## src/rtl/pwr_wake_pkg.sv

```systemverilog
package pwr_wake_pkg;
  localparam int REG_W = 16;
  localparam int N_EVT = 4;

  // register positions of the pulse-set events, indexed like evtPulse/evtEn
  localparam int EVT_POS [N_EVT] = '{0, 5, 8, 10};
  localparam int IDX_TMR = 0;
  localparam int IDX_BUS = 1;
  localparam int IDX_BTN = 2;
  localparam int IDX_RTC = 3;

  localparam int POS_PCIE = 14;
  localparam int POS_WAKE = 15;

  localparam logic [REG_W-1:0] LIVE_MASK =
      (REG_W'(1) << EVT_POS[0]) | (REG_W'(1) << EVT_POS[1]) |
      (REG_W'(1) << EVT_POS[2]) | (REG_W'(1) << EVT_POS[3]) |
      (REG_W'(1) << POS_PCIE)   | (REG_W'(1) << POS_WAKE);
  localparam logic [REG_W-1:0] KEEP_MASK = REG_W'(1) << POS_WAKE;

  // control -> datapath strobes
  typedef struct packed {
    logic asleep;     // system is in a non-S0 state
    logic enterRun;   // this cycle is the first S0 cycle after sleep
    logic wakeArmed;  // a wake may be recorded in the wake bit
  } wakeStrobe_t;
endpackage

```

## src/rtl/pwr_wake_dp.sv

```systemverilog
module pwr_wake_dp
  import pwr_wake_pkg::*;
(
  input  logic             clk,
  input  logic             resumeRstN,
  input  logic             warmRstN,
  input  wakeStrobe_t      strobe,
  input  logic [N_EVT-1:0] evtPulse,
  input  logic [N_EVT-1:0] evtEn,
  input  logic             pcieSrc,
  input  logic             wrEn,
  input  logic [REG_W-1:0] wrData,
  output logic [REG_W-1:0] stsQ,
  output logic             wakeEvt,
  output logic             runPending,
  output logic             busPending
);
  logic [REG_W-1:0] setReq;
  logic [REG_W-1:0] clrEff;
  logic [REG_W-1:0] stsNext;
  logic [N_EVT-1:0] evtLive;

  // enabled event bits currently set
  always_comb begin
    for (int i = 0; i < N_EVT; i++) begin
      evtLive[i] = stsQ[EVT_POS[i]] & evtEn[i];
    end
  end

  assign wakeEvt    = evtLive[IDX_BTN] | evtLive[IDX_RTC];
  assign runPending = evtLive[IDX_TMR] | wakeEvt;
  assign busPending = evtLive[IDX_BUS];

  // hardware set requests
  always_comb begin
    setReq = '0;
    for (int i = 0; i < N_EVT; i++) begin
      setReq[EVT_POS[i]] = evtPulse[i];
    end
    setReq[POS_PCIE] = strobe.enterRun & pcieSrc;
    setReq[POS_WAKE] = strobe.asleep & strobe.wakeArmed & wakeEvt;
  end

  // software clear, bit 14 held while its level source is active
  always_comb begin
    clrEff = wrEn ? wrData : '0;
    clrEff[POS_PCIE] = wrEn & wrData[POS_PCIE] & ~pcieSrc;
  end

  // set has priority over clear
  assign stsNext = (setReq | (stsQ & ~clrEff)) & LIVE_MASK;

  always_ff @(posedge clk) begin
    if (!resumeRstN) begin
      stsQ <= '0;
    end else if (!warmRstN) begin
      stsQ <= stsQ & KEEP_MASK;
    end else begin
      stsQ <= stsNext;
    end
  end
endmodule

```

## src/rtl/pwr_wake_ctrl.sv

```systemverilog
module pwr_wake_ctrl
  import pwr_wake_pkg::*;
#(
  parameter int STATE_W = 3
) (
  input  logic               clk,
  input  logic               resumeRstN,
  input  logic [STATE_W-1:0] sleepState,
  input  logic               slpEnFlag,
  input  logic               afterFailOff,
  input  logic               pwrLost,
  input  logic               pwrBack,
  input  logic               sciRoute,
  input  logic               wakeEvt,
  input  logic               runPending,
  input  logic               busPending,
  output wakeStrobe_t        strobe,
  output logic               wakeReq,
  output logic               sciOut,
  output logic               smiOut
);
  logic asleep;
  logic prevAsleep;
  logic lossLatch;   // power lost without the sleep-enable flag
  logic recoverArm;  // stay-off recovery: next wake is recorded
  logic bootPulse;   // return-to-on after power comes back

  assign asleep = |sleepState;

  always_ff @(posedge clk) begin
    if (!resumeRstN) begin
      prevAsleep <= 1'b0;
      lossLatch  <= 1'b0;
      recoverArm <= 1'b0;
      bootPulse  <= 1'b0;
    end else begin
      prevAsleep <= asleep;
      bootPulse  <= pwrBack & lossLatch & ~afterFailOff;
      if (pwrLost && !slpEnFlag) begin
        lossLatch <= 1'b1;
      end else if (pwrBack) begin
        lossLatch <= 1'b0;
      end
      if (pwrBack && lossLatch && afterFailOff) begin
        recoverArm <= 1'b1;
      end else if (!asleep) begin
        recoverArm <= 1'b0;
      end
    end
  end

  always_comb begin
    strobe.asleep    = asleep;
    strobe.enterRun  = ~asleep & prevAsleep;
    strobe.wakeArmed = slpEnFlag | recoverArm;
  end

  assign wakeReq = (asleep & wakeEvt) | bootPulse;
  assign sciOut  = ~asleep & sciRoute & (runPending | busPending);
  assign smiOut  = ~asleep & ~sciRoute & runPending;
endmodule

```

## src/rtl/pwr_wake_stat.sv

```systemverilog
module pwr_wake_stat
  import pwr_wake_pkg::*;
#(
  parameter int STATE_W = 3
) (
  input  logic               clk,
  input  logic               resumeRstN,
  input  logic               warmRstN,
  input  logic [STATE_W-1:0] sleepState,
  input  logic               slpEnFlag,
  input  logic               afterFailOff,
  input  logic               pwrLost,
  input  logic               pwrBack,
  input  logic [3:0]         evtPulse,
  input  logic [3:0]         evtEn,
  input  logic               sciRoute,
  input  logic               pcieWakeIn,
  input  logic               pmeSeen,
  input  logic               wrEn,
  input  logic [15:0]        wrData,
  output logic [15:0]        statusRd,
  output logic               wakeReq,
  output logic               sciOut,
  output logic               smiOut
);
  wakeStrobe_t strobe;
  logic        wakeEvt;
  logic        runPending;
  logic        busPending;
  logic        pcieSrc;

  assign pcieSrc = pcieWakeIn | pmeSeen;

  pwr_wake_ctrl #(.STATE_W(STATE_W)) u_ctrl (
    .clk         (clk),
    .resumeRstN  (resumeRstN),
    .sleepState  (sleepState),
    .slpEnFlag   (slpEnFlag),
    .afterFailOff(afterFailOff),
    .pwrLost     (pwrLost),
    .pwrBack     (pwrBack),
    .sciRoute    (sciRoute),
    .wakeEvt     (wakeEvt),
    .runPending  (runPending),
    .busPending  (busPending),
    .strobe      (strobe),
    .wakeReq     (wakeReq),
    .sciOut      (sciOut),
    .smiOut      (smiOut)
  );

  pwr_wake_dp u_dp (
    .clk       (clk),
    .resumeRstN(resumeRstN),
    .warmRstN  (warmRstN),
    .strobe    (strobe),
    .evtPulse  (evtPulse),
    .evtEn     (evtEn),
    .pcieSrc   (pcieSrc),
    .wrEn      (wrEn),
    .wrData    (wrData),
    .stsQ      (statusRd),
    .wakeEvt   (wakeEvt),
    .runPending(runPending),
    .busPending(busPending)
  );
endmodule

```

## config.mk

```make
export PLATFORM = sky130hd
export DESIGN_NAME = pwr_wake_stat
export DESIGN_NICKNAME = d
export VERILOG_FILES = /design/src/rtl/pwr_wake_pkg.sv /design/src/rtl/pwr_wake_dp.sv /design/src/rtl/pwr_wake_ctrl.sv /design/src/rtl/pwr_wake_stat.sv
export SDC_FILE = /design/constraint.sdc
export NUM_CORES = 1
export LEC_CHECK = 0
export BUFFER_PORTS_ARGS = -buffer_cell sky130_fd_sc_hd__buf_2
export CAP_MARGIN = 20
export CELL_PAD_IN_SITES_DETAIL_PLACEMENT = 0
export CELL_PAD_IN_SITES_GLOBAL_PLACEMENT = 1
export CORE_AREA = 5 5 55 57
export CTS_CLUSTER_DIAMETER = 30
export DETAILED_ROUTE_END_ITERATION = 10
export DIE_AREA = 0 0 60 62
export MAX_ROUTING_LAYER = met4
export PLACE_DENSITY = 0.87
export RECOVER_POWER = 50
export SLEW_MARGIN = 20
export SYNTH_ARGS = -nofsm -noshare
export SYNTH_HDL_FRONTEND = slang
export SYNTH_SLANG_ARGS = --single-unit
```

## constraint.sdc

```tcl
create_clock -name clk -period 2.5 [get_ports clk]
set_input_delay 0.25 -clock clk [delete_from_list [all_inputs] [get_ports clk]]
set_output_delay 0.25 -clock clk [all_outputs]
set_load 0.01 [all_outputs]
```

==> metrics.json <==
{
  "run_status": "finished, final reports clean",
  "total_length_of_routed_wires_um": 1410,
  "post_cts.resized_instances": 0,
  "io-pin-count": 57,
  "site_row_count": 18,
  "area_delta_synth_final_pct": 37.1,
  "critical-path-max-stage-delay_ps": 400,
  "initial_core_util_pct": 22.0,
  "antenna_found_initial": 0,
  "grt_use_met1_pct": 8.04,
  "critPathTopFamily": "compound AO/OA/AOI/OAI gates",
  "internal_power_uw": 250,
  "clock_tree.htree_level_count": 1,
  "finalWeightedCongestion": 0.656,
  "power-per-cell-area_nw_per_um2": 453,
  "synth-compound-area-share_pct": 31.1,
  "path_cells": "a222oi_1, a211oi_1, buf_2",
  "synth.yosys.seq_area_share_pct": 37.4,
  "post-place-cells": 121,
  "worst_clock_skew_ps": 2.62,
  "fp.coreArea_um2": 2430,
  "die-height_um": 62,
  "design.final.nets": 134,
  "drt_drc_violations_left": 0,
  "p_switching_uw": 82.4,
  "die_width_um": 60,
  "max-cap-violations": 0,
  "groute.usage.overall_pct": 7.93,
  "grt_max_degree": 8,
  "post_synth_mux_area_share_pct": 0,
  "switching_share_pct": 24.8,
  "synth.area.top_cells": "sky130_fd_sc_hd__dfxtp_1 37%, sky130_fd_sc_hd__buf_4 14%, sky130_fd_sc_hd__a21boi_0 8.4%, sky130_fd_sc_hd__o21ba_2 7.5%, sky130_fd_sc_hd__a221oi_2 2.8%",
  "synth_top_family_by_area": "compound AO/OA/AOI/OAI gates",
  "critical_path.slowest_cell": "sky130_fd_sc_hd__a222oi_1",
  "critical_path.n_buffers_inverters": 1,
  "finalHoldViolCount": 0,
  "per_cell_routed_wire_length_um": 11.3,
  "period_needed_ps": 1510,
  "end_kind": "output port",
  "share_of_layout_cells_above_drive_strength_1_pct": 48.9,
  "antenna-diode-count": 0,
  "power_frac_seq_pct": 50.8,
  "vias": 531,
  "fp.dieArea_um2": 3720,
  "clkLatencyLatePin_ps": 260,
  "yosysUniqueCellTypes": 25,
  "post-synth-top-area-cell": "sky130_fd_sc_hd__dfxtp_1",
  "grt_overflow_total": 0,
  "synthSimpleGateAreaFrac_pct": 15.4,
  "fmax_ghz": 0.662,
  "cts_root_buffer": "sky130_fd_sc_hd__clkbuf_4",
  "finalMaxSlewViolations": 0,
  "synth_xor_area_share_pct": 0,
  "synth_edf_count": 0,
  "asr_flop_ratio_synth_pct": 0,
  "dominantRegCellSynth": "sky130_fd_sc_hd__dfxtp_1",
  "path_max_fanout": 4,
  "drtAntennaViolNets": 0,
  "avgSynthCellArea_um2": 9.56,
  "clock-sinks": 10,
  "avgViaCountPerCell": 4.28,
  "first_global_vias": 506,
  "yosysWarningCount": 0,
  "global_route.peak_usage_layer": "met2",
  "drt-initial-drc-count": 19,
  "finalCritPeriodShare_pct": 60.4,
  "timing.critical_path.required_ps": 2250,
  "vdd.ir_drop.worst_uv": 228,
  "power.clock.fraction_pct": 31.3,
  "synthesis_stage_register_bit_count": 10,
  "cts_inserted_buffers": 3,
  "grt_first_pass_wirelength_um": 2080,
  "netlist_instances": 56,
  "syn-cell-area_um2": 536,
  "worst-setup-path-type": "reg -> out",
  "buffer_ports.inserted": 36,
  "min_path_type": "in -> reg",
  "cts-hold-fix-buffers": 0,
  "grt_setup_unrepaired": "no",
  "clk_transition_reported_paths_ps": 60,
  "gr-usage-met3_pct": 4.96,
  "post-cts-setup-buffer-count": 0,
  "dp_hpwl_um": 1230,
  "drt-pass1-iter-count": 4,
  "global_route.usage.met2_pct": 13.9,
  "power.leakage_uw": 0.000353,
  "power.share.combinational_pct": 17.8,
  "data_arrival_time_at_the_worst_slack_endpoint_ps": 1260,
  "post-synth-top-area-fraction_pct": 37.4,
  "tritoncts": "built",
  "instances_no_fill": 124,
  "filler_cell_count": 273,
  "fin_tns_setup_ps": 0,
  "cts_buffer_depth": 2,
  "synth-adder-area-share_pct": 0,
  "startpoint_type": "flop",
  "final_report_setup_violation_count": 0
}
## state kept, by name, summed over array words and instances (netlist names)
| register | flops |
|---|---|
| u_dp.stsQ | 6 |
| u_ctrl.lossLatch | 1 |
| u_ctrl.prevAsleep | 1 |
| u_ctrl.recoverArm | 1 |
| u_ctrl.bootPulse | 1 |
## cells in the mapped netlist, types with 2 or more instances
cell / instances
sky130_fd_sc_hd__buf_4: 10
sky130_fd_sc_hd__dfxtp_1: 10
sky130_fd_sc_hd__a21boi_0: 6
sky130_fd_sc_hd__o21ba_2: 4
sky130_fd_sc_hd__nand2_1: 3
sky130_fd_sc_hd__inv_1: 2
sky130_fd_sc_hd__nand2b_1: 2
sky130_fd_sc_hd__nor3_1: 2
## metrics by stage
step	cell area, µm²	hold slack, ps	power, µW	util (%)	setup slack [ps]
global placement	712	445	231	29.3	1040
global route	734	209	357	30.2	819
floorplan	569	372	209	-	1190
CTS	734	207	341	30.2	963
finish	734	220	333	30.2	990
detailed placement	712	458	233	29.3	1010
## power groups by stage
stage               registers (µW)  logic, µW  clock network (µW)
detailed placement             173       60.1                   0
global placement               172       58.4                   0
finish                         169       59.3                 104
global route                   170       66.4                 120
CTS                            169       60.2                 112
floorplan                      174       35.7                   0
## area by class of cell
class,count,area (µm²),area share (%)
multi-input cells,43,287,39.0
repair buffers,36,180,24.5
well taps,30,37.5,5.11
flip-flops and latches,10,200,27.3
inverters,2,7.51,1.02
clock buffers,3,22.5,3.07
## metal layers
metal	vias to the layer above	wire length [µm]
met5	-	0
met4	0	0
met3	0	241
met2	39	619
met1	226	544
li1	266	-
## placed cells by master, fill, tap and decap left out, types with 2 or more instances in the layout
master                      n
sky130_fd_sc_hd__clkbuf_4   3
sky130_fd_sc_hd__nor3_1     2
sky130_fd_sc_hd__buf_2     36
sky130_fd_sc_hd__o21ba_2    4
sky130_fd_sc_hd__inv_1      2
sky130_fd_sc_hd__nand2_1    3
sky130_fd_sc_hd__dfxtp_1   10
sky130_fd_sc_hd__nand2b_1   2
sky130_fd_sc_hd__a21boi_0   6
sky130_fd_sc_hd__conb_1    10
## worst paths after layout
path	start	end	slack [ps]	cells past startpoint
max reg2reg	u_ctrl.prevAsleep$_SDFF_PN0_	u_dp.stsQ[14]$_SDFF_PN0_	1460	2
min reg2reg	u_dp.stsQ[15]$_SDFFE_PN0P_	u_dp.stsQ[15]$_SDFFE_PN0P_	460	2
max	u_dp.stsQ[8]$_SDFF_PN0_	sciOut	990	3
min	evtPulse[1]	u_dp.stsQ[5]$_SDFF_PN0_	220	2
## logic make-up (layout without fill, tap and decap cells)
kind of cell | count (synthesis) | after routing
buffers and inverters | 12 | 41
AOI/OAI and AO/OA | 19 | 19
other | 1 | 10
and+or+nand+nor | 14 | 14
DFF | 10 | 10
(Power assumes the default switching activity.)
